==> src/rtl/mbx_wfifo_pkg.sv <==
package mbx_wfifo_pkg;
  localparam int unsigned ADDR_W = 8;
  localparam int unsigned DATA_W = 32;

  // register offsets
  localparam logic [ADDR_W-1:0] OFS_PUSH  = 8'hAC;
  localparam logic [ADDR_W-1:0] OFS_POP   = 8'hB0;
  localparam logic [ADDR_W-1:0] OFS_STAT  = 8'hB4;
  localparam logic [ADDR_W-1:0] OFS_WMARK = 8'hB8;
  localparam logic [ADDR_W-1:0] OFS_SEN   = 8'hBC;
  localparam logic [ADDR_W-1:0] OFS_REN   = 8'hC0;
  localparam logic [ADDR_W-1:0] OFS_ICLR  = 8'hC4;
  localparam logic [ADDR_W-1:0] OFS_ISTAT = 8'hC8;
  localparam logic [ADDR_W-1:0] OFS_FRST  = 8'hCC;

  // status register bit positions
  localparam int unsigned ST_WM    = 0;
  localparam int unsigned ST_FULL  = 1;
  localparam int unsigned ST_EMPTY = 2;
  localparam int unsigned ST_UDF   = 3;
  localparam int unsigned ST_OVF   = 4;
  localparam int unsigned ST_W     = 5;

  // event bit positions in the shared interrupt registers
  localparam int unsigned EV_FULL  = 2;
  localparam int unsigned EV_EMPTY = 3;
  localparam int unsigned EV_WMUP  = 4;
  localparam int unsigned EV_WMDN  = 5;
  localparam int unsigned EV_OVF   = 6;
  localparam int unsigned EV_UDF   = 7;
  localparam int unsigned EV_NEMP  = 8;
  localparam int unsigned EV_W     = 9;
  localparam logic [EV_W-1:0] EV_MASK = 9'h1FC;

  typedef enum logic [3:0] {
    ACC_NONE, ACC_PUSH, ACC_POP, ACC_STAT, ACC_WMARK,
    ACC_SEN, ACC_REN, ACC_ICLR, ACC_ISTAT, ACC_FRST
  } acc_e;

  function automatic acc_e decode_ofs(input logic [ADDR_W-1:0] a);
    case (a)
      OFS_PUSH:  return ACC_PUSH;
      OFS_POP:   return ACC_POP;
      OFS_STAT:  return ACC_STAT;
      OFS_WMARK: return ACC_WMARK;
      OFS_SEN:   return ACC_SEN;
      OFS_REN:   return ACC_REN;
      OFS_ICLR:  return ACC_ICLR;
      OFS_ISTAT: return ACC_ISTAT;
      OFS_FRST:  return ACC_FRST;
      default:   return ACC_NONE;
    endcase
  endfunction
endpackage

==> src/rtl/mbx_wfifo_store.sv <==
module mbx_wfifo_store #(
  parameter int unsigned DEPTH = 32,
  parameter int unsigned WIDTH = 32,
  localparam int unsigned LVL_W = $clog2(DEPTH + 1),
  localparam int unsigned PTR_W = (DEPTH > 1) ? $clog2(DEPTH) : 1
) (
  input  logic             clk,
  input  logic             rst_n,
  input  logic             push,      // caller guarantees not full
  input  logic             pop,       // caller guarantees not empty
  input  logic             flush,
  input  logic [WIDTH-1:0] wdata,
  output logic [WIDTH-1:0] head,
  output logic [LVL_W-1:0] level,
  output logic [LVL_W-1:0] level_nx
);
  localparam logic [PTR_W-1:0] LAST = PTR_W'(DEPTH - 1);

  logic [WIDTH-1:0] mem [DEPTH];
  logic [PTR_W-1:0] wr_ptr, rd_ptr;
  logic [LVL_W-1:0] level_q;

  function automatic logic [PTR_W-1:0] bump(input logic [PTR_W-1:0] p);
    return (p == LAST) ? '0 : p + 1'b1;
  endfunction

  always_comb begin
    level_nx = level_q;
    if (flush)             level_nx = '0;
    else if (push && !pop) level_nx = level_q + 1'b1;
    else if (pop && !push) level_nx = level_q - 1'b1;
  end

  always_ff @(posedge clk) begin
    if (push && !flush) mem[wr_ptr] <= wdata;
  end

  always_ff @(posedge clk or negedge rst_n) begin
    if (!rst_n) begin
      wr_ptr  <= '0;
      rd_ptr  <= '0;
      level_q <= '0;
    end else begin
      level_q <= level_nx;
      if (flush) begin
        wr_ptr <= '0;
        rd_ptr <= '0;
      end else begin
        if (push) wr_ptr <= bump(wr_ptr);
        if (pop)  rd_ptr <= bump(rd_ptr);
      end
    end
  end

  assign head  = mem[rd_ptr];
  assign level = level_q;
endmodule

==> src/rtl/mbx_wfifo_events.sv <==
module mbx_wfifo_events
  import mbx_wfifo_pkg::*;
#(
  parameter int unsigned DEPTH = 32,
  localparam int unsigned LVL_W = $clog2(DEPTH + 1)
) (
  input  logic             clk,
  input  logic             rst_n,
  input  logic [LVL_W-1:0] level_q,
  input  logic [LVL_W-1:0] level_nx,
  input  logic             wm_now,
  input  logic             wm_nxt,
  input  logic             ovf_hit,
  input  logic             udf_hit,
  input  logic             flush,
  input  logic             clr,
  input  logic [EV_W-1:0]  clr_mask,
  output logic [EV_W-1:0]  istat
);
  localparam logic [LVL_W-1:0] FULL_LVL = LVL_W'(DEPTH);

  logic [EV_W-1:0] raise;

  // transitions are judged between the current and the next state,
  // so an event lands on the same edge as the change that causes it
  always_comb begin
    raise = '0;
    if (!flush) begin
      raise[EV_FULL]  = (level_nx == FULL_LVL) && (level_q != FULL_LVL);
      raise[EV_EMPTY] = (level_nx == '0) && (level_q != '0);
      raise[EV_NEMP]  = (level_nx != '0) && (level_q == '0);
      raise[EV_WMUP]  = wm_nxt && !wm_now;
      raise[EV_WMDN]  = !wm_nxt && wm_now;
      raise[EV_OVF]   = ovf_hit;
      raise[EV_UDF]   = udf_hit;
    end
  end

  for (genvar b = 0; b < EV_W; b++) begin : g_ev
    always_ff @(posedge clk or negedge rst_n) begin
      if (!rst_n) istat[b] <= 1'b0;
      else        istat[b] <= EV_MASK[b] & (raise[b] | (istat[b] & ~(clr & clr_mask[b])));
    end
  end
endmodule

==> src/rtl/mbx_wfifo.sv <==
module mbx_wfifo
  import mbx_wfifo_pkg::*;
#(
  parameter int unsigned DEPTH = 32
) (
  input  logic              clk,
  input  logic              rst_n,
  input  logic              bus_valid,
  input  logic              bus_write,
  input  logic [ADDR_W-1:0] bus_addr,
  input  logic [DATA_W-1:0] bus_wdata,
  output logic [DATA_W-1:0] bus_rdata,
  output logic              bus_rvalid,
  output logic              irq_sender,
  output logic              irq_receiver
);
  localparam int unsigned LVL_W = $clog2(DEPTH + 1);
  localparam logic [LVL_W-1:0] FULL_LVL = LVL_W'(DEPTH);

  acc_e acc;
  logic wr_req, rd_req;
  logic push_req, pop_req, flush, wmark_we, iclr_we;
  logic full, empty, do_push, do_pop, ovf_hit, udf_hit;
  logic [LVL_W-1:0] level_q, level_nx, wmark_q, wmark_nx;
  logic wm_now, wm_nxt;
  logic ovf_q, udf_q;
  logic [EV_W-1:0] sen_q, ren_q, istat;
  logic [DATA_W-1:0] head, rd_nx;
  logic [ST_W-1:0] stat;

  assign acc      = decode_ofs(bus_addr);
  assign wr_req   = bus_valid && bus_write;
  assign rd_req   = bus_valid && !bus_write;
  assign push_req = wr_req && (acc == ACC_PUSH);
  assign pop_req  = rd_req && (acc == ACC_POP);
  assign flush    = wr_req && (acc == ACC_FRST) && bus_wdata[0];
  assign wmark_we = wr_req && (acc == ACC_WMARK);
  assign iclr_we  = wr_req && (acc == ACC_ICLR);

  assign full    = (level_q == FULL_LVL);
  assign empty   = (level_q == '0);
  assign do_push = push_req && !full;
  assign ovf_hit = push_req && full;
  assign do_pop  = pop_req && !empty;
  assign udf_hit = pop_req && empty;

  mbx_wfifo_store #(.DEPTH(DEPTH), .WIDTH(DATA_W)) u_store (
    .clk(clk), .rst_n(rst_n), .push(do_push), .pop(do_pop), .flush(flush),
    .wdata(bus_wdata), .head(head), .level(level_q), .level_nx(level_nx)
  );

  assign wmark_nx = wmark_we ? bus_wdata[LVL_W-1:0] : wmark_q;
  assign wm_now   = (level_q >= wmark_q);
  assign wm_nxt   = (level_nx >= wmark_nx);

  mbx_wfifo_events #(.DEPTH(DEPTH)) u_events (
    .clk(clk), .rst_n(rst_n), .level_q(level_q), .level_nx(level_nx),
    .wm_now(wm_now), .wm_nxt(wm_nxt), .ovf_hit(ovf_hit), .udf_hit(udf_hit),
    .flush(flush), .clr(iclr_we), .clr_mask(bus_wdata[EV_W-1:0]), .istat(istat)
  );

  always_ff @(posedge clk or negedge rst_n) begin
    if (!rst_n) begin
      wmark_q <= FULL_LVL;
      ovf_q   <= 1'b0;
      udf_q   <= 1'b0;
      sen_q   <= '0;
      ren_q   <= '0;
    end else begin
      wmark_q <= wmark_nx;
      if (flush) begin
        ovf_q <= 1'b0;
        udf_q <= 1'b0;
      end else begin
        if (ovf_hit) ovf_q <= 1'b1;
        if (udf_hit) udf_q <= 1'b1;
      end
      if (wr_req && acc == ACC_SEN) sen_q <= bus_wdata[EV_W-1:0] & EV_MASK;
      if (wr_req && acc == ACC_REN) ren_q <= bus_wdata[EV_W-1:0] & EV_MASK;
    end
  end

  always_comb begin
    stat = '0;
    stat[ST_WM]    = wm_now;
    stat[ST_FULL]  = full;
    stat[ST_EMPTY] = empty;
    stat[ST_UDF]   = udf_q;
    stat[ST_OVF]   = ovf_q;
  end

  always_comb begin
    case (acc)
      ACC_POP:   rd_nx = empty ? '0 : head;
      ACC_STAT:  rd_nx = DATA_W'(stat);
      ACC_WMARK: rd_nx = DATA_W'(wmark_q);
      ACC_SEN:   rd_nx = DATA_W'(sen_q);
      ACC_REN:   rd_nx = DATA_W'(ren_q);
      ACC_ISTAT: rd_nx = DATA_W'(istat);
      default:   rd_nx = '0;
    endcase
  end

  always_ff @(posedge clk or negedge rst_n) begin
    if (!rst_n) begin
      bus_rdata  <= '0;
      bus_rvalid <= 1'b0;
    end else begin
      bus_rvalid <= rd_req;
      if (rd_req) bus_rdata <= rd_nx;
    end
  end

  assign irq_sender   = |(istat & sen_q);
  assign irq_receiver = |(istat & ren_q);
endmodule

==> config.mk <==
export PLATFORM = sky130hd
export DESIGN_NAME = mbx_wfifo
export DESIGN_NICKNAME = d
export VERILOG_FILES = /design/src/rtl/mbx_wfifo_pkg.sv /design/src/rtl/mbx_wfifo_store.sv /design/src/rtl/mbx_wfifo_events.sv /design/src/rtl/mbx_wfifo.sv
export SDC_FILE = /design/constraint.sdc
export NUM_CORES = 1
export LEC_CHECK = 0
export BUFFER_PORTS_ARGS = -buffer_cell sky130_fd_sc_hd__buf_4
export CORE_MARGIN = 2
export CORE_UTILIZATION = 25
export CTS_BUF_LIST = sky130_fd_sc_hd__clkbuf_4 sky130_fd_sc_hd__clkbuf_8 sky130_fd_sc_hd__clkbuf_16
export DETAILED_ROUTE_END_ITERATION = 10
export GPL_TIMING_DRIVEN = 0
export PLACE_DENSITY_LB_ADDON = 0.12
export SYNTH_ARGS = -nofsm -noshare
export SYNTH_HDL_FRONTEND = slang
export SYNTH_SLANG_ARGS = --single-unit
==> constraint.sdc <==
create_clock -name clk -period 5.4 [get_ports clk]
set_input_delay 0.27 -clock clk [delete_from_list [all_inputs] [get_ports clk]]
set_output_delay 0.27 -clock clk [all_outputs]
set_load 0.01 [all_outputs]
==> impl_metrics.toml, run 1 <==
[clocking]
clock_path_buffers = 3
cts_resized = 0
cts.root.buffer_cell = "clkbuf_16"
cts_hold_buf = 35
numCtsBuffers = 121
htree_num_levels = 3
clock-sinks = 1102
cts_tree = "built"
post-cts-setup-buffers = 0
clock_latency_ps = 760
path_clk_slew_ps = 60

[timing]
skew_ps = 67.9
setup_tns_ps = 0
fmax_mhz = 237
period_minus_slack_ps = 4210
tightest_slew_ps = 1390
fin_crit_sh_pct = 78.0
setup_viol_count_final = 0
finalHoldViolCount = 0
relSlewSlack_pct = 7.50
drv_slew = 0
rsz0062_at_grt = "no"

[global_routing]
grt_overflow = 0
grt_use_total_pct = 15.6
grt_pass1_wl_mm = 189
grt_pass1_vias = 23400
grt_max_degree = 79
antenna_found_initial = 5

[detailed_routing]
routed_wl_mm = 136
avgViaCountPerCell = 4.59
ant_nets = 0
drc_errors = 0
dr.pass1.iters = 5
first_iter_violations = 1877
wl_per_cell_um = 28.8
vias = 21700

[critical_path]
worstPathRequired_ps = 5790
crit_path_cell_trace = "inv_1 > ha_1 > nor4b_1 > a211oi_1 > and3_1 > clkbuf_1 > nand2_1 > nor2_4 > buf_12"
crit_arrival_ps = 4600
worst-setup-path-type = "reg2reg"
reg2reg_to = "u_store.mem[28][2]"
path_max_fanout = 17
cp-end-kind = "flop"
cp_slowest_cell = "nor2_4"
r2r_cells = 9
start_kind = "flop"
crit_start = "u_store.level[0]"
r2r-start = "u_store.level[0]"
ff2ff_setup_slack_ps = 1190
critPathMaxStageDelay_ps = 850

[place]
dpl.hpwl_mm = 91.2
io_buffers = 78
place_inst = 4466
routabilityCongestion = 0.789

[cells_and_area]
finalNonFillerCells = 4730
fin_util_pct = 30.6
area_growth_pct = 21.6
fillers = 16600
drive_gt1_share_pct = 29.2
nets = 2382

[synthesis]
synth_top_cells_by_area = "edfxtp_1, mux4_2, dfrtp_1"
netlist_area_um2 = 43200
synth_cell_types = 69
synth_edf_count = 1024
syn_inst = 2022
synth_ff_type = "edfxtp_1"
seq_area_frac_synth_pct = 75.7
avgSynthCellArea_um2 = 21.4
yosysTopAreaCellShare_pct = 71.2
ys_ff_latch = 1102
synth_top_area_cell = "edfxtp_1"
syn_nets = 2088
async_reset_ff_share_pct = 7.08
ys_warn_count = 0

[pwr]
powerDensity_nw_per_um2 = 347
power.net_switching_mw = 3.77
leakagePower_nw = 16.2
p_seq_share_pct = 51.4
combPwrFrac_pct = 2.5
peakVddDrop_v = 0.000261
finalPower_mw = 18.2
pwr-share-clk_pct = 46.0
internal-power_mw = 14.5
netSwitchingFraction_pct = 20.7

[flow_run]
cap_violations = 0

[hold_path]
hold_end = "u_events.istat[7]"
min-delay-start = "bus_write"
hold_path_class = "in2reg"
hold_depth = 3

[floorplanning]
io-pin-count = 79
start_util_pct = 25.2
rows = 152
die_x_um = 420
coreArea_um2 = 172000
die_y_um = 420
dieArea_um2 = 176000

[outcome]
status = "finished, final reports clean"
==> kinds of logic (layout without fill, tap and decap cells) <==
family | after synthesis | in the layout | share of synthesized area (%)
AO/OA/AOI/OAI | 177 | 177 | 2.83
flip-flops | 1102 | 1102 | 75.7
buffers and inverters | 125 | 522 | 1.34
adder cells (fa/ha/maj) | 22 | 22 | 0.637
other | 0 | 1 | 0
multiplexers | 382 | 382 | 17.0
XOR/XNOR | 3 | 3 | 0.0609
AND/OR/NAND/NOR | 211 | 211 | 2.41
==> stage by stage <==
step           worst slack [ps]  cell area, um^2  hold WS (ps)
2_1_floorplan              1670            43200         -25.6
3_3_place_gp              -2020            46700           468
3_5_place_dp                978            48100           469
4_1_cts                    1090            52500          15.2
5_1_grt                     865            52500          60.5
6_report                   1190            52500          77.9
==> critical path: cells and delay by family (launching register included) <==
| family | cells | cell delay (ps) |
|---|---|---|
| adder cells (fa/ha/maj) | 1 | 240 |
| flip-flops | 1 | 470 |
| buffers and inverters | 3 | 720 |
| AND/OR/NAND/NOR | 4 | 1900 |
| AO/OA/AOI/OAI | 1 | 550 |
==> layout make-up <==
type                       instances  area [um^2]  area share, %
antenna                            1         2.50        0.00477
buffer                           103          504          0.960
clock buffer                     146         3250           6.19
clock inverter                    80          796           1.52
inverter                          22         82.6          0.157
multi-input combinational        795        10100           19.3
sequential                      1102        32700           62.3
tap                             2310         2890           5.50
timing repair buffer             171         2140           4.07
==> flip-flops by register name (all words and copies together), names as in the netlist <==
register / count
bus_rdata: 32
bus_rvalid: 1
ovf_q: 1
ren_q: 7
sen_q: 7
u_events.istat: 7
u_store.level: 6
u_store.mem: 1024
u_store.rd_ptr: 5
u_store.wr_ptr: 5
udf_q: 1
wmark_q: 6
==> worst max-delay path by stage <==
stage / to / cells after the start
after CTS: u_store.mem[3][16] / 9
after detailed placement: u_events.istat[5] / 14
after floorplan: u_store.mem[30][0] / 8
after global placement: u_store.mem[6][15] / 8
final: u_store.mem[28][2] / 9
after global routing: u_store.mem[3][16] / 9
==> cell usage after synthesis (4+ instances only) <==
cell type,instances
mux2i_1,87
a22oi_1,13
a31oi_1,11
nand2b_1,4
nand2_1,66
clkbuf_1,61
nor3_1,8
buf_1,8
edfxtp_1,1024
and3_1,5
ha_1,22
buf_2,19
a21o_1,12
o211ai_1,11
a221oi_1,25
mux2_2,16
buf_6,8
nand4_1,6
a21oi_1,20
inv_1,21
buf_4,7
nand3b_1,5
nand3_1,32
o21ai_0,58
nor2_1,53
mux4_2,279
dfrtp_1,77
==> cell usage in the layout (no fill, tap or decap), types with 6 or more instances in the layout <==
cell type and count:
edfxtp_1 1024, mux4_2 279, clkbuf_16 123, mux2i_1 87, buf_4 84, dfrtp_1 77, nand2_1 66, clkbuf_1 58
o21ai_0 58, buf_12 51, clkinv_1 36, dlygate4sd3_1 36, nand3_1 32, nor2_4 32, a221oi_1 25, clkbuf_4 23
buf_2 22, ha_1 22, clkinv_2 22, inv_1 21, nor2_1 21, a21oi_1 20, mux2_2 16, bufinv_16 14
a22oi_1 13, a21o_1 12, o211ai_1 11, a31oi_1 11, buf_6 9, nor3_1 8, nand4_1 6, buf_16 6
==> power groups by stage <==
stage          Sequential [mW]  Combinational, mW  Clock, mW
4_1_cts                   9.37              0.474       8.62
2_1_floorplan             9.54              0.202          0
5_1_grt                   9.37              0.511       8.94
6_report                  9.37              0.462       8.39
3_5_place_dp              9.55              0.450          0
3_3_place_gp              9.55              0.436          0
==> per-layer routing <==
metal,vias to the layer above,share of wire (%),global-route usage (%)
li1,9100,-,-
met1,12000,44,20.7
met2,500,50,27.1
met3,153,3.5,2.17
met4,0,1.7,2.99
met5,-,0,0
Power figures use the tool's default switching activity.
==> inputs of run 2 (changes only) <==
==> constraint.sdc (replaced) <==
create_clock -name clk -period 4.3 [get_ports clk]
set_input_delay 0.215 -clock clk [delete_from_list [all_inputs] [get_ports clk]]
set_output_delay 0.215 -clock clk [all_outputs]
set_load 0.01 [all_outputs]
==> impl_metrics.toml, run 2 (synthesis results as in run 1) <==
[timing]
tightest_slew_ps = 1320
setup_viol_count_final = 0
fin_crit_sh_pct = 94.6
relSlewSlack_pct = 12.1
rsz0062_at_grt = "no"
period_minus_slack_ps = 4070
finalHoldViolCount = 0
drv_slew = 0
fmax_mhz = 246
skew_ps = 66.9

[cells_and_area]
drive_gt1_share_pct = 29.8
final_area_um2 = 52800
fin_util_pct = 30.8
area_growth_pct = 22.3
fillers = 16600
final_cell_mix = "edfxtp_1, mux4_2, clkbuf_16, buf_4, mux2i_1"
top_regs = "u_store.mem x1024, bus_rdata x32"
register_area_um2 = 32700
largest_reg_flops = 1024
regMostFlops = "u_store.mem"
multi_input_comb_area_um2 = 10100
final_common_cell = "edfxtp_1"
nets = 2403

[critical_path]
path_common_cell = "a21o_1"
cp-end-kind = "flop"
start_kind = "flop"
crit_arrival_ps = 4750
cp_slowest_cell = "nor4b_1"
worstPathRequired_ps = 4980
path_max_fanout = 7
worst-setup-path-type = "reg2reg"
critPathMaxStageDelay_ps = 650
crit_path_cell_trace = "inv_1 > ha_1 > nor4b_1 > a211oi_1 > a2bb2o_4 > xnor2_1 > or2_2 > ha_1 > nand2b_1 > a21o_1 > a21o_1 > a21o_1 > a21o_1 > a21oi_1 > a32o_1"

[global_routing]
antenna_found_initial = 5
grt_max_degree = 79
grt_pass1_vias = 23400
grt_overflow = 0
grt_use_total_pct = 15.6
grt_pass1_wl_mm = 189

[place]
dpl.hpwl_mm = 91.2
io_buffers = 78
routabilityCongestion = 0.789
dpl_cell_area_um2 = 48100

[flow_run]
cap_violations = 0

[hold_path]
hold_path_class = "in2reg"

[detailed_routing]
drc_errors = 0
avgViaCountPerCell = 4.61
ant_nets = 0
wl_per_cell_um = 28.8
first_iter_violations = 1798
vias = 21900
routed_wl_mm = 137
dr.pass1.iters = 5

[floorplanning]
coreArea_um2 = 172000
start_util_pct = 25.2
die_y_um = 420
die_x_um = 420
dieArea_um2 = 176000
rows = 152
io-pin-count = 79

[clocking]
clock-sinks = 1102
cts_resized = 0
htree_num_levels = 3
cts.root.buffer_cell = "clkbuf_16"
cts_tree = "built"
clock_latency_ps = 760
numCtsBuffers = 121
path_clk_slew_ps = 60
clock_path_buffers = 3

[pwr]
p_seq_share_pct = 51.4
peakVddDrop_v = 0.000329
finalPower_mw = 22.9
powerDensity_nw_per_um2 = 433
internal-power_mw = 18.2
netSwitchingFraction_pct = 20.7
combPwrFrac_pct = 2.5
pwr-share-clk_pct = 46.0
leakagePower_nw = 16.4
power.net_switching_mw = 4.73

[outcome]
status = "finished, final reports clean"
==> run 2: cell count changes in the layout (fill, tap and decap cells not counted), sizes merged <==
cell  delta
buf     +21
==> run 2: cell type report <==
class / count / area share (%)
Tap cell: 2310 / 5.47
Buffer: 103 / 0.955
Multi-Input combinational cell: 795 / 19.2
Antenna cell: 1 / 0.00474
Clock inverter: 80 / 1.51
Clock buffer: 146 / 6.16
Timing Repair Buffer: 192 / 4.63
Inverter: 22 / 0.156
Sequential cell: 1102 / 61.9
==> run 2: what timing repair did <==
action	in CTS	in global routing
pin swaps	2	12
hold buffers	35	1
hold endpoints to repair	1115	9
setup endpoints to repair	3	200
buffers inserted	0	21
==> run 2: final timing paths <==
path | startpoint | end | slack, ps | cells past startpoint
max | u_store.level[0] | u_events.istat[5] | 230 | 15
min reg2reg | bus_rdata[7] | bus_rdata[7] | 480 | 1
min in group asynchronous | rst_n | bus_rdata[4] | 390 | 3
max reg2reg | u_store.level[0] | u_events.istat[5] | 230 | 15
min | bus_addr[1] | u_events.istat[6] | 120 | 5
max in group asynchronous | rst_n | u_store.wr_ptr[0] | 3180 | 4
==> run 2: power by group through the flow <==
stage	logic [mW]	registers (mW)	clock network, mW
4_1_cts	0.595	11.8	10.8
6_report	0.580	11.8	10.5
5_1_grt	0.642	11.8	11.2
3_5_place_dp	0.566	12.0	0
3_3_place_gp	0.548	12.0	0
2_1_floorplan	0.254	12.0	0
==> run 2: metrics by stage <==
stage	setup WS, ps	TNS (ps)	hold WS, ps	instances
floorplan	570	0	-80.6	2022
global placement	-3120	-2815550	468	4410
detailed placement	-67.4	-2520	469	4466
CTS	-4.47	-4.47	35.2	4727
global route	21.0	0	111	4750
finish	230	0	117	4751
==> run 2: worst max-delay path, delay by kind of cell (launching register included) <==
family / cells / cell delay (ps)
compound gates: 8 / 1740
xor+xnor: 1 / 130
simple gates: 3 / 1090
buf+inv: 1 / 150
flops: 1 / 460
fa+ha+maj: 2 / 470
==> run 2: metal layers <==
layer  track usage [%]  up-vias  wire length (um)
li1                  -     9144                 -
met1              20.7    12100             60600
met2              27.1      500             69000
met3              2.17      154              4780
met4              2.99        0              2260
met5                 0        -                 0
==> inputs of run 3 (changes only) <==
--- a/config.mk
+++ b/config.mk
@@ -11,6 +11,7 @@
 export CTS_BUF_LIST = sky130_fd_sc_hd__clkbuf_4 sky130_fd_sc_hd__clkbuf_8 sky130_fd_sc_hd__clkbuf_16
 export DETAILED_ROUTE_END_ITERATION = 10
 export GPL_TIMING_DRIVEN = 0
+export HOLD_SLACK_MARGIN = 0.15
 export PLACE_DENSITY_LB_ADDON = 0.12
 export SYNTH_ARGS = -nofsm -noshare
 export SYNTH_HDL_FRONTEND = slang
==> impl_metrics.toml, run 3 (synthesis results as in run 1) <==
[detailed_routing]
avgViaCountPerCell = 4.61
first_iter_violations = 1834
wl_per_cell_um = 28.7
ant_nets = 0
routed_wl_mm = 137
dr.pass1.iters = 5
drc_errors = 0
vias = 21900

[pwr]
powerDensity_nw_per_um2 = 433
leakagePower_nw = 16.4
peakVddDrop_v = 0.000328

[global_routing]
grt_use_total_pct = 15.6
grt_pass1_vias = 23500
grt_pass1_wl_mm = 189
antenna_found_initial = 5
grt_overflow = 0
grt_max_degree = 79

[timing]
finalHoldViolCount = 0
drv_slew = 0
rsz0062_at_grt = "no"
period_minus_slack_ps = 4100
skew_ps = 67.1
setup_tns_ps = 0
setup_viol_count_final = 0
tightest_slew_ps = 1350
fmax_mhz = 244
relSlewSlack_pct = 9.23
fin_crit_sh_pct = 95.5

[critical_path]
crit_start = "bus_addr[0]"
r2r_cells = 15
cp-end-kind = "flop"
crit_path_cell_trace = "dlygate4sd3_1 > buf_4 > or3b_1 > nor2_1 > nand3_1 > a21oi_1 > mux2_2 > ha_1 > nand2b_1 > a21o_1 > a21o_1 > a21o_1 > a21o_1 > a21oi_1 > a32o_1"
ff2ff_setup_slack_ps = 240
crit_arrival_ps = 4790
path_max_fanout = 9
r2r-start = "u_store.level[0]"
worst-setup-path-type = "in2reg"
cp.buffers_inverters = 2
reg2reg_to = "u_events.istat[5]"
critPathMaxStageDelay_ps = 760
path_common_cell = "a21o_1"
start_kind = "primary input"
worstPathRequired_ps = 4980
crit_family = "compound AO/OA/AOI/OAI gates"
cp_slowest_cell = "a21oi_1"

[hold_path]
min-delay-start = "bus_addr[4]"
hold_path_class = "in2reg"
hold_depth = 5
hold_end = "u_store.level[1]"

[clocking]
cts.root.buffer_cell = "clkbuf_16"
numCtsBuffers = 121
clock_path_buffers = 3
path_clk_slew_ps = 60
cts_tree = "built"
clock-sinks = 1102
htree_num_levels = 3
cts_resized = 0
clock_latency_ps = 760

[cells_and_area]
final_common_cell = "edfxtp_1"
largest_reg_flops = 1024
area_growth_pct = 22.5
final_cell_mix = "edfxtp_1, mux4_2, clkbuf_16, buf_4, mux2i_1"
nets = 2413
regMostFlops = "u_store.mem"
final_area_um2 = 52900
finalNonFillerCells = 4761
fin_util_pct = 30.8
top_regs = "u_store.mem x1024, bus_rdata x32"
drive_gt1_share_pct = 29.7

[outcome]
status = "finished, final reports clean"

[place]
io_buffers = 78
dpl_cell_area_um2 = 48100
routabilityCongestion = 0.789
dpl.hpwl_mm = 91.2
place_inst = 4466

[flow_run]
cap_violations = 0

[floorplanning]
io-pin-count = 79
die_x_um = 420
start_util_pct = 25.2
die_y_um = 420
dieArea_um2 = 176000
rows = 152
coreArea_um2 = 172000
==> run 3: cell count changes in the layout (fill, tap and decap cells not counted), sizes merged <==
cell	before	now
dlygate4sd3	36	46
==> run 3: stage by stage <==
| step | hold slack [ps] | setup WS (ps) | power [mW] |
|---|---|---|---|
| floorplan | -80.6 | 570 | 12.2 |
| global placement | 468 | -3120 | 12.5 |
| detailed placement | 469 | -67.4 | 12.6 |
| CTS | 160 | -4.45 | 23.2 |
| global route | 224 | 21.0 | 23.6 |
| finish | 229 | 195 | 22.9 |
==> run 3: worst min-delay path, cell delays in order <==
cell and delay [ps]:
buf_4 120, nor4b_1 70, a2bb2o_4 220, o21ai_1 160, nor2_1 80
==> run 3: where the power goes <==
part / switching [mW] / leakage, nW / internal, mW
Sequential: 0.0352 / 10.2 / 11.7
Clock: 4.33 / 2.01 / 6.20
Combinational: 0.367 / 4.18 / 0.219
==> run 3: worst max path at each step <==
stage | endpoint | depth (start not counted) | slack [ps]
after global placement | u_store.mem[6][15] | 8 | -3120
after CTS | u_store.mem[3][16] | 9 | -4
after global routing | u_store.mem[17][16] | 10 | 20
final | u_events.istat[5] | 15 | 200
after detailed placement | u_events.istat[5] | 14 | -70
after floorplan | u_store.mem[30][0] | 8 | 570
==> run 3: layout make-up <==
class | count | area [um^2]
diodes | 1 | 2.50
plain buffers | 103 | 504
clock buffers | 146 | 3250
clock inverters | 80 | 796
fillers | 16600 | 119000
inverters | 22 | 82.6
multi-input cells | 795 | 10100
flip-flops and latches | 1102 | 32700
well taps | 2310 | 2890
repair buffers | 202 | 2540
==> run 3: repair_timing <==
item	CTS	global route
hold buffers	45	1
endpoints found under the hold margin	1136	34
pin swaps	2	12
endpoints found under the setup margin	3	200
setup buffers	0	21
==> run 3: routing by layer <==
layer | track usage [%] | up-vias | wire length (um) | share of wire [%]
li1 | - | 9152 | - | -
met1 | 20.7 | 12100 | 60200 | 44
met2 | 27.1 | 519 | 69300 | 51
met3 | 2.15 | 156 | 4710 | 3.5
met4 | 3.06 | 0 | 2320 | 1.7
met5 | 0 | - | 0 | 0
